<file path="config.mk">
export PLATFORM = sky130hd
export DESIGN_NAME = fcvt_unit
export DESIGN_NICKNAME = d
export VERILOG_FILES = /design/src/rtl/fcvt_pkg.sv /design/src/rtl/fcvt_lead_one.sv /design/src/rtl/fcvt_shl.sv /design/src/rtl/fcvt_unit.sv
export SDC_FILE = /design/constraint.sdc
export NUM_CORES = 1
export LEC_CHECK = 0
export ABC_CLOCK_PERIOD_IN_PS = 800
export BUFFER_PORTS_ARGS = -buffer_cell sky130_fd_sc_hd__buf_2
export CAP_MARGIN = 20
export CORE_UTILIZATION = 54
export CTS_CLUSTER_DIAMETER = 40
export CTS_CLUSTER_SIZE = 10
export DETAILED_ROUTE_END_ITERATION = 6
export GPL_ROUTABILITY_DRIVEN = 0
export PLACE_DENSITY = 0.85
export SYNTH_ARGS = -nofsm -noshare
export SYNTH_HDL_FRONTEND = slang
export SYNTH_HIERARCHICAL = 1
export SYNTH_SLANG_ARGS = --single-unit
</file>
<file path="constraint.sdc">
create_clock -name clk_i -period 0.8 [get_ports clk_i]
set_input_delay 0.24 -clock clk_i [delete_from_list [all_inputs] [get_ports clk_i]]
set_output_delay 0.24 -clock clk_i [all_outputs]
set_load 0.02 [all_outputs]
</file>
<file path="src/rtl/fcvt_pkg.sv">
package fcvt_pkg;

    // Opcode for the conversion direction
    typedef enum logic {
        CVT_F2I = 1'b0,
        CVT_I2F = 1'b1
    } cvt_op_e;

endpackage

</file>
<file path="src/rtl/fcvt_lead_one.sv">
// Priority encoder: reports the position of the most significant set bit.
module fcvt_lead_one #(
    parameter int W     = 16,
    parameter int POS_W = $clog2(W)
) (
    input  logic [W-1:0]     vec_i,
    output logic [POS_W-1:0] pos_o,
    output logic             hit_o
);

    always_comb begin
        pos_o = '0;
        hit_o = 1'b0;
        for (int i = 0; i < W; i++) begin
            if (vec_i[i]) begin
                pos_o = POS_W'(i);
                hit_o = 1'b1;
            end
        end
    end

    // the reported bit is set and nothing above it is set
    always_comb begin
        if (hit_o) begin
            a_r7_lead_one: assert (vec_i[pos_o] && ((vec_i >> pos_o) == W'(1)));
        end
    end

endmodule

</file>
<file path="src/rtl/fcvt_shl.sv">
// Logarithmic left barrel shifter, one stage per bit of the shift amount.
module fcvt_shl #(
    parameter int W     = 23,
    parameter int AMT_W = $clog2(W)
) (
    input  logic [W-1:0]     val_i,
    input  logic [AMT_W-1:0] amt_i,
    output logic [W-1:0]     val_o
);

    logic [W-1:0] stage [AMT_W+1];

    assign stage[0] = val_i;

    for (genvar s = 0; s < AMT_W; s++) begin : g_stage
        assign stage[s+1] = amt_i[s] ? (stage[s] << (2**s)) : stage[s];
    end

    assign val_o = stage[AMT_W];

endmodule

</file>
<file path="src/rtl/fcvt_unit.sv">
// Float <-> integer converter with one output register.
// INT_W must equal 1 + EXP_W + FRAC_W.
module fcvt_unit
    import fcvt_pkg::*;
#(
    parameter int INT_W  = 16,
    parameter int EXP_W  = 8,
    parameter int FRAC_W = 7
) (
    input  logic             clk_i,
    input  logic             rst_ni,
    input  logic             op_i,
    input  logic [INT_W-1:0] data_i,
    output logic [INT_W-1:0] data_o
);

    localparam int SH_W  = INT_W + FRAC_W;
    localparam int AMT_W = $clog2(SH_W);
    localparam int POS_W = $clog2(INT_W);
    localparam int BIAS  = 2**(EXP_W-1) - 1;

    localparam logic [EXP_W-1:0] BIAS_V  = EXP_W'(BIAS);
    localparam logic [EXP_W-1:0] SAT_EXP = EXP_W'(BIAS + INT_W - 1);
    localparam logic [INT_W-1:0] INT_MAX = {1'b0, {(INT_W-1){1'b1}}};
    localparam logic [INT_W-1:0] INT_MIN = {1'b1, {(INT_W-1){1'b0}}};

    typedef struct packed {
        logic [INT_W-1:0] res;
    } state_t;

    state_t state_d, state_q;

    cvt_op_e op_sel;
    assign op_sel = cvt_op_e'(op_i);

    // Float fields
    logic              f_sign;
    logic [EXP_W-1:0]  f_exp;
    logic [FRAC_W-1:0] f_frac;
    logic [EXP_W-1:0]  f_k_full;
    logic              f_under, f_over;

    assign f_sign   = data_i[INT_W-1];
    assign f_exp    = data_i[INT_W-2 -: EXP_W];
    assign f_frac   = data_i[FRAC_W-1:0];
    assign f_k_full = f_exp - BIAS_V;
    assign f_under  = (f_exp < BIAS_V);
    assign f_over   = (f_exp >= SAT_EXP);

    // Integer magnitude and leading one
    logic             i_sign;
    logic [INT_W-1:0] i_mag;
    logic [POS_W-1:0] i_pos;
    logic             i_hit;

    assign i_sign = data_i[INT_W-1];
    assign i_mag  = i_sign ? (~data_i + 1'b1) : data_i;

    fcvt_lead_one #(
        .W     (INT_W),
        .POS_W (POS_W)
    ) u_lead (
        .vec_i (i_mag),
        .pos_o (i_pos),
        .hit_o (i_hit)
    );

    // Shared shifter: operand and amount chosen by direction
    logic [SH_W-1:0]  sh_in_d, sh_out_d;
    logic [AMT_W-1:0] sh_amt_d;

    always_comb begin
        if (op_sel == CVT_F2I) begin
            sh_in_d  = SH_W'({1'b1, f_frac});
            sh_amt_d = f_k_full[AMT_W-1:0];
        end else begin
            sh_in_d  = SH_W'(i_mag);
            sh_amt_d = AMT_W'(INT_W-1) - AMT_W'(i_pos);
        end
    end

    fcvt_shl #(
        .W     (SH_W),
        .AMT_W (AMT_W)
    ) u_shl (
        .val_i (sh_in_d),
        .amt_i (sh_amt_d),
        .val_o (sh_out_d)
    );

    // Result assembly
    logic [INT_W-2:0]  f2i_mag_d;
    logic [INT_W-1:0]  f2i_res_d, i2f_res_d;
    logic [EXP_W-1:0]  i2f_exp_d;
    logic [FRAC_W-1:0] i2f_frac_d;

    always_comb begin
        f2i_mag_d = sh_out_d[FRAC_W +: INT_W-1];
        if (f_under) begin
            f2i_res_d = '0;
        end else if (f_over) begin
            f2i_res_d = f_sign ? INT_MIN : INT_MAX;
        end else if (f_sign) begin
            f2i_res_d = ~{1'b0, f2i_mag_d} + 1'b1;
        end else begin
            f2i_res_d = {1'b0, f2i_mag_d};
        end

        i2f_exp_d  = BIAS_V + EXP_W'(i_pos);
        i2f_frac_d = sh_out_d[INT_W-2 -: FRAC_W];
        i2f_res_d  = i_hit ? {i_sign, i2f_exp_d, i2f_frac_d} : '0;

        state_d.res = (op_sel == CVT_F2I) ? f2i_res_d : i2f_res_d;
    end

    always_ff @(posedge clk_i or negedge rst_ni) begin
        if (!rst_ni) begin
            state_q <= '0;
        end else begin
            state_q <= state_d;
        end
    end

    assign data_o = state_q.res;

    logic unused_bits;
    assign unused_bits = ^{sh_out_d[SH_W-1], sh_out_d[FRAC_W-1:0], f_k_full[EXP_W-1:AMT_W]};

    // Assertions
    a_r1_reset_clear: assert property (@(posedge clk_i)
        !rst_ni |=> data_o == '0);

    a_r4_below_one: assert property (@(posedge clk_i) disable iff (!rst_ni)
        (op_i == 1'b0 && data_i[INT_W-2 -: EXP_W] < BIAS_V) |=> data_o == '0);

    a_r5_pos_sat: assert property (@(posedge clk_i) disable iff (!rst_ni)
        (op_i == 1'b0 && !data_i[INT_W-1] && data_i[INT_W-2 -: EXP_W] >= SAT_EXP)
        |=> data_o == INT_MAX);

    a_r5_neg_sat: assert property (@(posedge clk_i) disable iff (!rst_ni)
        (op_i == 1'b0 && data_i[INT_W-1] && data_i[INT_W-2 -: EXP_W] >= SAT_EXP)
        |=> data_o == INT_MIN);

    a_r6_zero_int: assert property (@(posedge clk_i) disable iff (!rst_ni)
        (op_i == 1'b1 && data_i == '0) |=> data_o == '0);

    a_r7_sign_copy: assert property (@(posedge clk_i) disable iff (!rst_ni)
        (op_i == 1'b1 && data_i != '0) |=> data_o[INT_W-1] == $past(data_i[INT_W-1]));

endmodule

</file>
==> metrics.md, run 1 <==
| Metric | Value |
|---|---|
| Status | aborted with a tool error |
| Halt Stage | global routing (5_1_grt) |
| Tool error | [ERROR GRT-0116] Global routing finished with congestion. Check the congestion regions in the DRC Viewer. |
| Pre-CTS setup slack | -5.02 ns |
| Largest net degree at the start of global routing | 19 |
| # IOs | 35 |
| Die X | 74.1 um |
| GRT Util Overall | around three fifths |
| Grt ovf | 2 |
| First-pass GRT wire length | about 24000 um |
| DP Area | between 0.003 and 0.004 mm2 |
| Max clock buf depth | 2 |
| Synthesized instance count | 340 |
| Initial core utilization | between 50% and 60% |
| Vias in the first global route | 4494 |
| Die Y | 74.1 um |
| H-tree depth | 1 |
| Clock Tree Root | clkbuf_8 |
| Yosys Warn Count | 6 |
| # rows | 25 |
| IO Port Bufs | 34 |
| Synthesized area | 0.00281 mm2 |
| DP Wirelength | 7720 um |
| Synthesized area per cell | 8.26 um2 |
| Number of buffers created by CTS | 3 |
## layer usage
metal | GRT usage (%) | GRT overflow
met1 | 54.0 | 0
met2 | 86.9 | 0
met3 | 33.9 | 0
met4 | 62.4 | 2
met5 | 3.70 | 0
## per-stage QoR
stage	cells	utilization (%)
2_1_floorplan	353	-
3_3_place_gp	540	80.7
3_5_place_dp	540	80.7
4_1_cts	567	93.4
## repair_timing
| item | 4_1_cts |
|---|---|
| buffers inserted | 21 |
| endpoints found under the setup margin | 32 |
| pin swaps | 22 |
| gates cloned | 1 |
| hold buffers | 1 |
| endpoints found under the hold margin | 16 |
| gates resized for setup | 104 |
==> run 2: changes to the inputs <==
- ABC_CLOCK_PERIOD_IN_PS: 800 -> 1000
- CORE_UTILIZATION: 54 -> 40
- CTS_CLUSTER_DIAMETER: 40 -> not set
- CTS_CLUSTER_SIZE: 10 -> not set
- PLACE_DENSITY: 0.85 -> not set
- PLACE_DENSITY_LB_ADDON: not set -> 0.15
- clock period: 0.8 -> 1 ns (I/O delays scaled with it)
==> run 2 against run 1 <==
  * The flow now finishes, with violations (negative setup slack)
  * Synthesized cell count stayed put
  * Synthesized area stayed put
==> metrics.md, run 2 <==
| Metric | Value |
|---|---|
| Synthesized instance count | 340 (unchanged) |
| IO Port Bufs | 34 (unchanged) |
| Slew Limit Fails | 0 |
| Leakage | 2.29 nW |
| Clock Tree Root | clkbuf_8 |
| GRT Util Overall | 26.4% |
| Synthesized area | 0.00281 mm2 (unchanged) |
| Met2 WL | 5260 um |
| Critical Path Sink Type | register |
| Area grow syn2layout | 78.3% |
| First-pass GRT wire length | 15500 um |
| Most frequent cells in the layout | 139 x buf_4, 34 x nand2_1, 30 x buf_6, 28 x xnor2_1, 23 x o21ai_1 |
| Routed Antenna Nets | 0 |
| Least-Margin Pin Slew | 1.12 ns |
| CP Class | input port to register |
| ANT cells | 0 |
| DRT iter0 DRCs | 154 |
| Cell total after placement | 577 (+6.9%) |
| Most common cell after layout, fill and taps aside | buf_4 |
| Met3 WL | between 200 and 300 um |
| Max Cap Viol | 0 |
| Synthesized area per cell | 8.26 um2 (unchanged) |
| Largest net degree at the start of global routing | 21 |
| Via Count | 3321 |
| Crit path required time | 1.12 ns |
| Yosys Warn Count | 6 (unchanged) |
| DP Wirelength | 7110 um (-8.0%) |
| Unrepaired setup endpoints after global routing | true |
| # clock sinks | 16 |
| Initial antenna violation count | 0 |
| Vias per inst | 5.35 |
| Final std cells w/o fill | between 600 and 700 |
| Max clock buf depth | 2 (unchanged) |
| Max VDD drop | 0.432 mV |
| Post-Route WL | roughly 9800 um |
| Initial core utilization | 41.3% (-17 points) |
| Vias in the first global route | around 3.3k |
| Failing checks | negative setup slack |
| Final setup TNS | -60.76 ns |
| Number of buffers created by CTS | 3 (unchanged) |
| Die X | 85.8 um (+16%) |
| # IOs | 35 (unchanged) |
| Final min period | between 5 and 6 ns |
| Fill cells | 487 |
| Die Y | 85.8 um (+16%) |
| Post-Layout Inst Area | approximately 0.005 mm2 |
| Core footprint | ~0.0068 mm2 |
| Setup ws final | -4.07 ns |
| Final Setup Violations | 32 |
| Grt ovf | 0 |
| CP Launch Type | input port |
| Pwr Density | 1210 mW/mm2 |
| Wire length on met1 | about 4000 um |
| Max Used Layer | met4 |
| Nets | 553 |
| Period utilization | 507% |
| Critical Path AT | 5.19 ns |
| Hold Path Class | input port to asynchronous set/reset pin |
| # DRC | 0 |
| Status | finished with violations |
| Max-slew headroom | between 20% and 30% |
| Layout cells sized above 1 | 56.0% |
| Critical path fanouts, max | 8 |
| Die area | 0.00736 mm2 |
| Routed len/inst | 15.8 um |
| Largest register FFs | 16 |
| CTS tree | yes |
| Max Fclk | slightly below 200 MHz |
| Fin. Hold Viols | 0 |
| H-tree depth | 1 (unchanged) |
| # rows | 30 (+20%) |
| Reg clk slew, reported paths | 0.06 ns |
| Layout Utilization | between 70% and 80% |
| Drt first pass iters | 5 |
| DP Area | 0.00403 mm2 (+3.1%) |
-- run 2: cell type report --
cell class	count	area [um2]	share of cell area, %
Clock buffer	3	41.3	0.825
Timing Repair Buffer	194	1620	32.4
Tap cell	96	120	2.40
Sequential cell	16	400	8.00
Inverter	15	76.3	1.52
Multi-Input combinational cell	297	2750	54.9
-- run 2: path summary, 6_finish.rpt --
| check | start | endpoint | depth (start not counted) |
|---|---|---|---|
| hold / removal | rst_ni | data_o[11] | 2 |
| min in group clk_i | data_i[15] | data_o[15] | 5 |
| max in group asynchronous | rst_ni | data_o[0] | 2 |
| setup / recovery | data_i[0] | data_o[15] | 22 |
-- run 2: worst max-delay path, stage by stage --
cell and delay [ns]:
buf_12 0.11, inv_12 0.04, ha_4 0.12, or3b_4 0.39, nand4b_1 0.22, buf_4 0.17, o41ai_4 0.26, xnor2_2 0.18
nor2_1 0.08, a311oi_2 0.29, a31oi_2 0.09, mux2i_4 0.18, buf_12 0.15, buf_4 0.11, mux4_2 0.52, mux2_4 0.31
nor2_4 0.11, a211oi_2 0.05, or4_4 0.56, or4_4 0.55, o41ai_2 0.27, a21oi_1 0.11
-- run 2: report_power, final --
part / internal, mW / switching, mW
Combinational: 2.58 / 2.22
Clock: 0.267 / 0.201
Sequential: 0.738 / 0.0388
-- run 2: what timing repair did --
item / CTS / global route
setup endpoints to repair: 32 / 32
hold buffers: 1 / 0
pin swaps: 35 / 23
endpoints found under the hold margin: 16 / 0
setup buffers: 34 / 17
resized for setup: 122 / 39
-- run 2: per-stage QoR --
stage               worst slack [ns]  hold WS [ns]  power (mW)
floorplan                      -4.19       0.00441        2.76
global placement               -4.57         0.216        3.98
detailed placement             -4.61         0.221        4.03
CTS                            -4.04         0.497        5.53
global route                   -4.28         0.532        6.37
finish                         -4.07         0.483        6.05
-- run 2: metal layers --
metal	vias to the layer above	global-route usage, %
li1	1605	-
met1	1588	30.3
met2	104	50.4
met3	24	2.60
met4	0	9.39
met5	-	0
Power figures use the tool's default switching activity.
==> run 3: changes to the inputs <==
- SKIP_LAST_GASP: not set -> 1
==> run 3 against run 2 <==
  * The run still ends with negative setup slack left
  * Sequential share of layout area is the same
  * Combinational power hardly changed
  * Global-route usage did not move
  * Non-clock buffer count stayed put
  * Clock power is essentially flat
  * First-iteration DRC count did not move
  * Worst hold slack is essentially flat
  * Sequential cell count stayed put
  * Cell area stayed put
  * Critical path type unchanged
  * Highest routed layer unchanged
==> metrics.md, run 3 (synthesized netlist as in run 2, its figures left out) <==
| Metric | Value |
|---|---|
| Unrepaired setup endpoints after global routing | true |
| Max clock buf depth | 2 (unchanged) |
| Worst-path cell chain | buf_12 -> inv_12 -> ha_4 -> or3b_4 -> nand4b_1 -> buf_4 -> o41ai_4 -> xnor2_2 -> nor2_1 -> a311oi_2 -> a31oi_2 -> mux2i_4 -> buf_12 -> buf_4 -> mux4_2 -> mux2_4 -> nor2_4 -> a211oi_2 -> or4_4 -> or4_4 -> o41ai_2 -> a21oi_1 |
| Logic pwr share | 79.4% (about the same) |
| Nets | 553 (unchanged) |
| First-pass GRT wire length | 15500 um (unchanged) |
| Max Cap Viol | 0 (unchanged) |
| Most common cell after layout, fill and taps aside | buf_4 |
| Max-slew headroom | 24.8% (unchanged) |
| Area grow syn2layout | 78.3% (unchanged) |
| Hold Path Class | input port to asynchronous set/reset pin |
| Leakage | 2.29 nW (about the same) |
| Pint | 3.59 mW (about the same) |
| Vias in the first global route | 3328 (unchanged) |
| Fill cells | 487 (unchanged) |
| Max Fclk | 197 MHz (about the same) |
| Layout Utilization | 73.7% (unchanged) |
| Vias per inst | 5.33 (-0.24%) |
| Routed len/inst | 15.8 um (about the same) |
| Crit path required time | 1.12 ns (about the same) |
| DRT iter0 DRCs | 154 (unchanged) |
| Status | finished with violations |
| Slew Limit Fails | 0 (unchanged) |
| Clock power share | 7.7% (about the same) |
| Flop pwr share | 12.9% (about the same) |
| Failing checks | negative setup slack |
| Switching portion of total power | 40.7% (about the same) |
| Post-Layout Inst Area | 0.00501 mm2 (unchanged) |
| Clock Tree Root | clkbuf_8 |
| H-tree depth | 1 (unchanged) |
| GRT Util Overall | 26.4% (unchanged) |
| Initial core utilization | 41.3% (unchanged) |
| Critical Path Sink Type | register |
| CTS tree | yes |
| # clock sinks | 16 (unchanged) |
| Largest register FFs | 16 (unchanged) |
| Largest net degree at the start of global routing | 21 (unchanged) |
| Critical Path AT | 5.20 ns (about the same) |
| Core footprint | 0.00679 mm2 (unchanged) |
| Period utilization | 507% (about the same) |
| # IOs | 35 (unchanged) |
| IO Port Bufs | 34 (unchanged) |
| # rows | 30 (unchanged) |
| DP Wirelength | 7110 um (unchanged) |
| Die area | 0.00736 mm2 (unchanged) |
| Most frequent cells in the layout | 139 x buf_4, 34 x nand2_1, 30 x buf_6, 28 x xnor2_1 |
| # DRC | 0 (unchanged) |
| Final min period | 5.07 ns (+0.00343 ns) |
| ANT cells | 0 (unchanged) |
| CP Launch Type | input port |
| Pwr Density | 1210 mW/mm2 (about the same) |
| Die Y | 85.8 um (unchanged) |
| Post-Route WL | 9840 um (about the same) |
| Fin. Hold Viols | 0 (unchanged) |
| Via Count | 3313 (-0.24%) |
| Drt first pass iters | 5 (unchanged) |
| Sw Pwr | 2.46 mW (about the same) |
| Final Setup Violations | 32 (unchanged) |
| CP max stage cell | or4_4 |
| DP Area | 0.00403 mm2 (unchanged) |
| Reg clk slew, reported paths | 0.06 ns (about the same) |
| Layout cells sized above 1 | 56.0% (unchanged) |
| Routed Antenna Nets | 0 (unchanged) |
| Grt ovf | 0 (unchanged) |
| Cell total after placement | 577 (unchanged) |
| Number of buffers created by CTS | 3 (unchanged) |
| Max VDD drop | 0.432 mV (about the same) |
| Final std cells w/o fill | 621 (unchanged) |
| CP Class | input port to register |
| Critical path fanouts, max | 8 (unchanged) |
| Setup ws final | -4.07 ns (-0.00343 ns) |
| Initial antenna violation count | 0 (unchanged) |
| Critical Path Max Stage Delay | 0.56 ns (about the same) |
| Least-Margin Pin Slew | 1.12 ns (unchanged) |
| Die X | 85.8 um (unchanged) |
[run 3: cell count changes in the layout (fill, tap and decap cells not counted)]
cell,change
o21ai_0,+2
o21ai_1,-2
[run 3: power by group through the flow]
stage / logic [mW] / registers [mW] / clock network (mW)
2_1_floorplan: 1.87 / 0.893 / 0
3_3_place_gp: 3.22 / 0.765 / 0
3_5_place_dp: 3.26 / 0.764 / 0
4_1_cts: 4.28 / 0.777 / 0.472
5_1_grt: 5.08 / 0.784 / 0.502
6_report: 4.80 / 0.777 / 0.467
[run 3: what timing repair did]
item | CTS | global route
endpoints found under the setup margin | 32 | 32
pin swaps | 35 | 23
hold buffers | 1 | 0
hold endpoints to repair | 16 | 0
gates resized for setup | 120 | 39
setup buffers | 34 | 17
[run 3: final cells by class]
class | instances | area (um2) | share of cell area (%)
Multi-Input combinational cell | 297 | 2750 | 54.9
Inverter | 15 | 76.3 | 1.52
Tap cell | 96 | 120 | 2.40
Clock buffer | 3 | 41.3 | 0.825
Timing Repair Buffer | 194 | 1620 | 32.4
Sequential cell | 16 | 400 | 8.00
[run 3: worst max path at each step]
stage	from	endpoint	depth (start not counted)
2_1_floorplan	data_i[0]	data_o[15]	21
3_3_place_gp	data_i[0]	data_o[15]	19
3_5_place_dp	data_i[0]	data_o[15]	22
4_1_cts	data_i[0]	data_o[15]	23
5_1_grt	data_i[0]	data_o[15]	22
6_report	data_i[0]	data_o[15]	22
[run 3: metal layers]
| layer | part of all wire (%) | track usage [%] |
|---|---|---|
| met5 | 0 | 0 |
| met4 | 2.6 | 9.39 |
| met3 | 2.8 | 2.60 |
| met2 | 53 | 50.4 |
| met1 | 41 | 30.3 |
[run 3: critical path, delay by kind of cell]
| kind | cells | cell delay, ns |
|---|---|---|
| AO/OA/AOI/OAI | 6 | 1.07 |
| adder cells (fa/ha/maj) | 1 | 0.12 |
| XOR/XNOR | 1 | 0.18 |
| multiplexers | 3 | 1.01 |
| AND/OR/NAND/NOR | 6 | 1.91 |
| buffers and inverters | 5 | 0.58 |
[run 3: metrics by stage]
stage | hold WS [ns] | setup TNS, ns | total power, mW | setup slack (ns)
after floorplan | 0.00441 | -60.48 | 2.76 | -4.19
after global placement | 0.216 | -67.11 | 3.98 | -4.57
after detailed placement | 0.221 | -68.47 | 4.03 | -4.61
after CTS | 0.497 | -61.42 | 5.53 | -4.04
after global routing | 0.532 | -64.12 | 6.36 | -4.28
final | 0.483 | -60.78 | 6.05 | -4.07
==> run 4: changes to the inputs <==
- SYNTH_HIERARCHICAL: 1 -> not set
==> run 4 against run 3 <==
  * The flow still finishes with violations (negative setup slack)
  * Sequential share of layout area down 2.4 points
  * Cell area up 44%
  * First-iteration DRC count rose to 3.9 times the previous value
  * Non-clock buffer count up 128
  * Critical endpoint is now data_o[8]
==> metrics.md, run 4 <==
| Metric | Value |
|---|---|
| Status | finished with violations |
| Failing checks | negative setup slack |
| Routed Antenna Nets | 0 (unchanged) |
| Hold Path Class | input port to asynchronous set/reset pin |
| Critical Path AT | 4.44 ns (-0.76 ns) |
| Storage cell area | 400 um2 (unchanged) |
| IO Port Bufs | 34 (unchanged) |
| Slew Limit Fails | 0 (unchanged) |
| Max-slew headroom | 61.4% (+37 points) |
| Layout cells sized above 1 | 55.4% (-0.61 points) |
| # clock sinks | 16 (unchanged) |
| First-pass GRT wire length | 28100 um (+81%) |
| # rows | 35 (+17%) |
| Reg clk slew, reported paths | 0.06 ns (about the same) |
| Synth top cells by count | 52 x nor2_1, 44 x nand2_1, 26 x nand3_1 |
| Drt first pass iters | 6 (+1) |
| Synth Area in Compound Gates | around two fifths |
| Area of the multi-input gates | 0.00391 mm2 (+42%) |
| H-tree depth | 1 (unchanged) |
| Top-count cell post-synth | nor2_1 |
| Yosys Warn Count | 0 (-6) |
| Share of flip-flops with an asynchronous set or reset | 100% |
| Number of buffers created by CTS | 3 (unchanged) |
| Max VDD drop | 0.656 mV (+52%) |
| Initial core utilization | 42.1% (+0.75 points) |
| Worst hold margin | 0.486 ns (+0.00327 ns) |
| Fin. Hold Viols | 0 (unchanged) |
| Synth top area cells | dfrtp_1 10%, nor2_1 4.9%, nand2_1 4.2%, o211ai_1 3.4%, nand3_1 3.3% |
| Core footprint | 0.00942 mm2 (+39%) |
| Number of synthesized flops with an enable pin | 0 |
| Nets | 852 (+54%) |
| Main synth FF type | dfrtp_1 |
| Period utilization | 432% (-76 points) |
| Final std cells w/o fill | 954 (+54%) |
| Leakage | 3.22 nW (+41%) |
| Initial antenna violation count | 0 (unchanged) |
| Post-Route WL | 18900 um (+93%) |
| Fill cells | 631 (+30%) |
| Mux share of post-synthesis cell area | about 3.1% |
| Pwr Density | 973 mW/mm2 (-19%) |
| DP Wirelength | 13400 um (+89%) |
| Synthesized Nets | about 560 |
| Max Fclk | 232 MHz (+18%) |
| Area grow syn2layout | 81.4% |
| Critical path fanouts, max | 7 (-1) |
| Clock Tree Root | clkbuf_8 |
| Critical Path Sink Type | register |
| Vias in the first global route | 5601 (+68%) |
| Largest family of logic cells by synthesized area | compound AO/OA/AOI/OAI gates |
| Least-Margin Pin Slew | 0.576 ns (-0.541 ns) |
| Routed len/inst | 19.9 um (+25%) |
| CP Launch Type | input port |
| Via Count | 6042 (+82%) |
| Unrepaired setup endpoints after global routing | true |
| Max Cap Viol | 0 (unchanged) |
| Synthesized instance count | 536 (+58%) |
| Sequential share of the synthesized area | 10.1% |
| Synthesized area per cell | 7.39 um2 (-11%) |
| Final min period | 4.32 ns (-0.758 ns) |
| Setup ws final | -3.32 ns (+0.758 ns) |
| Largest net degree at the start of global routing | 17 (-19%) |
| Post-synthesis xor/xnor area fraction | just under 4% |
| Max clock buf depth | 2 (unchanged) |
| Final Setup Violations | 32 (unchanged) |
| Crit path required time | 1.12 ns (about the same) |
| # DRC | 0 (unchanged) |
| Synthesis-stage register bit count | 16 |
| Area share of fa/ha/maj cells after synthesis | about 2.2% |
| Top cell type's share of synthesized area | 10.1% |
| Die area | 0.0103 mm2 (+40%) |
| Most common cell after layout, fill and taps aside | buf_4 |
| CP Class | input port to register |
| GRT Util Overall | 34.9% (+8.5 points) |
| CTS tree | yes |
| Die X | 102 um (+18%) |
| Critical Path Max Stage Delay | 0.46 ns (-0.10 ns) |
| Synth Area in Simple Gates | 32.4% |
| # IOs | 35 (unchanged) |
| Cell total after placement | 896 (+55%) |
| Synth unique cells | 100 |
| Most frequent cells in the layout | 258 x buf_4, 46 x nor2_1, 45 x buf_6, 41 x nand2_1, 22 x nand3_1 |
| Die Y | 102 um (+18%) |
| CP max stage cell | or4_1 |
| DRT iter0 DRCs | 599 (+290%) |
| Largest register FFs | 16 (unchanged) |
| Grt ovf | 0 (unchanged) |
| ANT cells | 0 (unchanged) |
| Post-synth top area cell | dfrtp_1 |
| Vias per inst | 6.33 (+19%) |
| Synthesized area | 0.00396 mm2 (+41%) |
| Worst-path cell chain | buf_8 -> inv_4 -> ha_4 -> or3b_4 -> o41ai_4 -> xor2_2 -> buf_4 -> a31oi_4 -> o21a_4 -> a31o_1 -> o211ai_1 -> o22ai_2 -> a211oi_2 -> ha_2 -> inv_2 -> nor4bb_4 -> and2_4 -> nor3_1 -> or4_1 |
run 4: critical path: cells and delay by family:
family	cells	cell delay, ns
compound gates	7	1.58
xor+xnor	1	0.29
fa+ha+maj	2	0.39
buf+inv	4	0.40
simple gates	5	1.47
run 4: power by group:
group / switching, mW / total [mW] / internal (mW) / leakage (nW)
clock network: 0.225 / 0.575 / 0.350 / 0.0288
registers: 0.0437 / 0.782 / 0.738 / 0.204
logic: 2.80 / 5.64 / 2.83 / 2.99
run 4: what timing repair did:
item / CTS / global route
hold endpoints to repair: 16 / 0
hold buffers: 1 / 0
buffers inserted: 33 / 25
endpoints found under the setup margin: 32 / 32
gates resized for setup: 111 / 58
pin swaps: 53 / 45
run 4: logic make-up (layout without fill, tap and decap cells):
kind of cell / after synthesis / in the layout
AOI/OAI and AO/OA: 199 / 199
muxes: 12 / 12
xor gates and xnor gates: 15 / 15
adders and majority gates: 7 / 7
and+or+nand+nor: 229 / 229
DFF: 16 / 16
buffers and inverters: 58 / 347
run 4: layout make-up:
type,count,share of cell area (%)
clock buffers,4,0.766
inverters,21,1.17
multi-input cells,462,54.4
flip-flops and latches,16,5.57
well taps,129,2.25
repair buffers,322,35.9
run 4: metrics by stage:
step                      instance area, um2  total power, mW  TNS, ns  setup WS, ns  utilization [%]
after detailed placement                5940             4.98   -53.60         -3.69             63.1
after floorplan                         4060             3.06   -50.60         -3.71                -
after CTS                               6710             6.23   -46.69         -3.19             71.2
after global placement                  5940             4.90   -52.01         -3.57             63.1
final                                   7190             6.99   -49.34         -3.32             76.3
after global routing                    7190             7.30   -51.13         -3.44             76.3
run 4: routing by layer:
metal  vias up  global-route usage (%)  routed length, um
met3        63                    7.25               1900
li1       2711                       -                  -
met2       404                    57.1               8680
met5         -                       0                  0
met4         0                    7.13                566
met1      2864                    47.1               7790
run 4: path summary, 6_finish.rpt:
path / start / to / slack (ns) / depth (start not counted)
min: rst_ni / data_o[2] / 0.49 / 2
max: data_i[0] / data_o[8] / -3.32 / 19
max in group asynchronous: rst_ni / data_o[7] / 0.25 / 2
min in group clk_i: data_i[15] / data_o[3] / 0.68 / 4
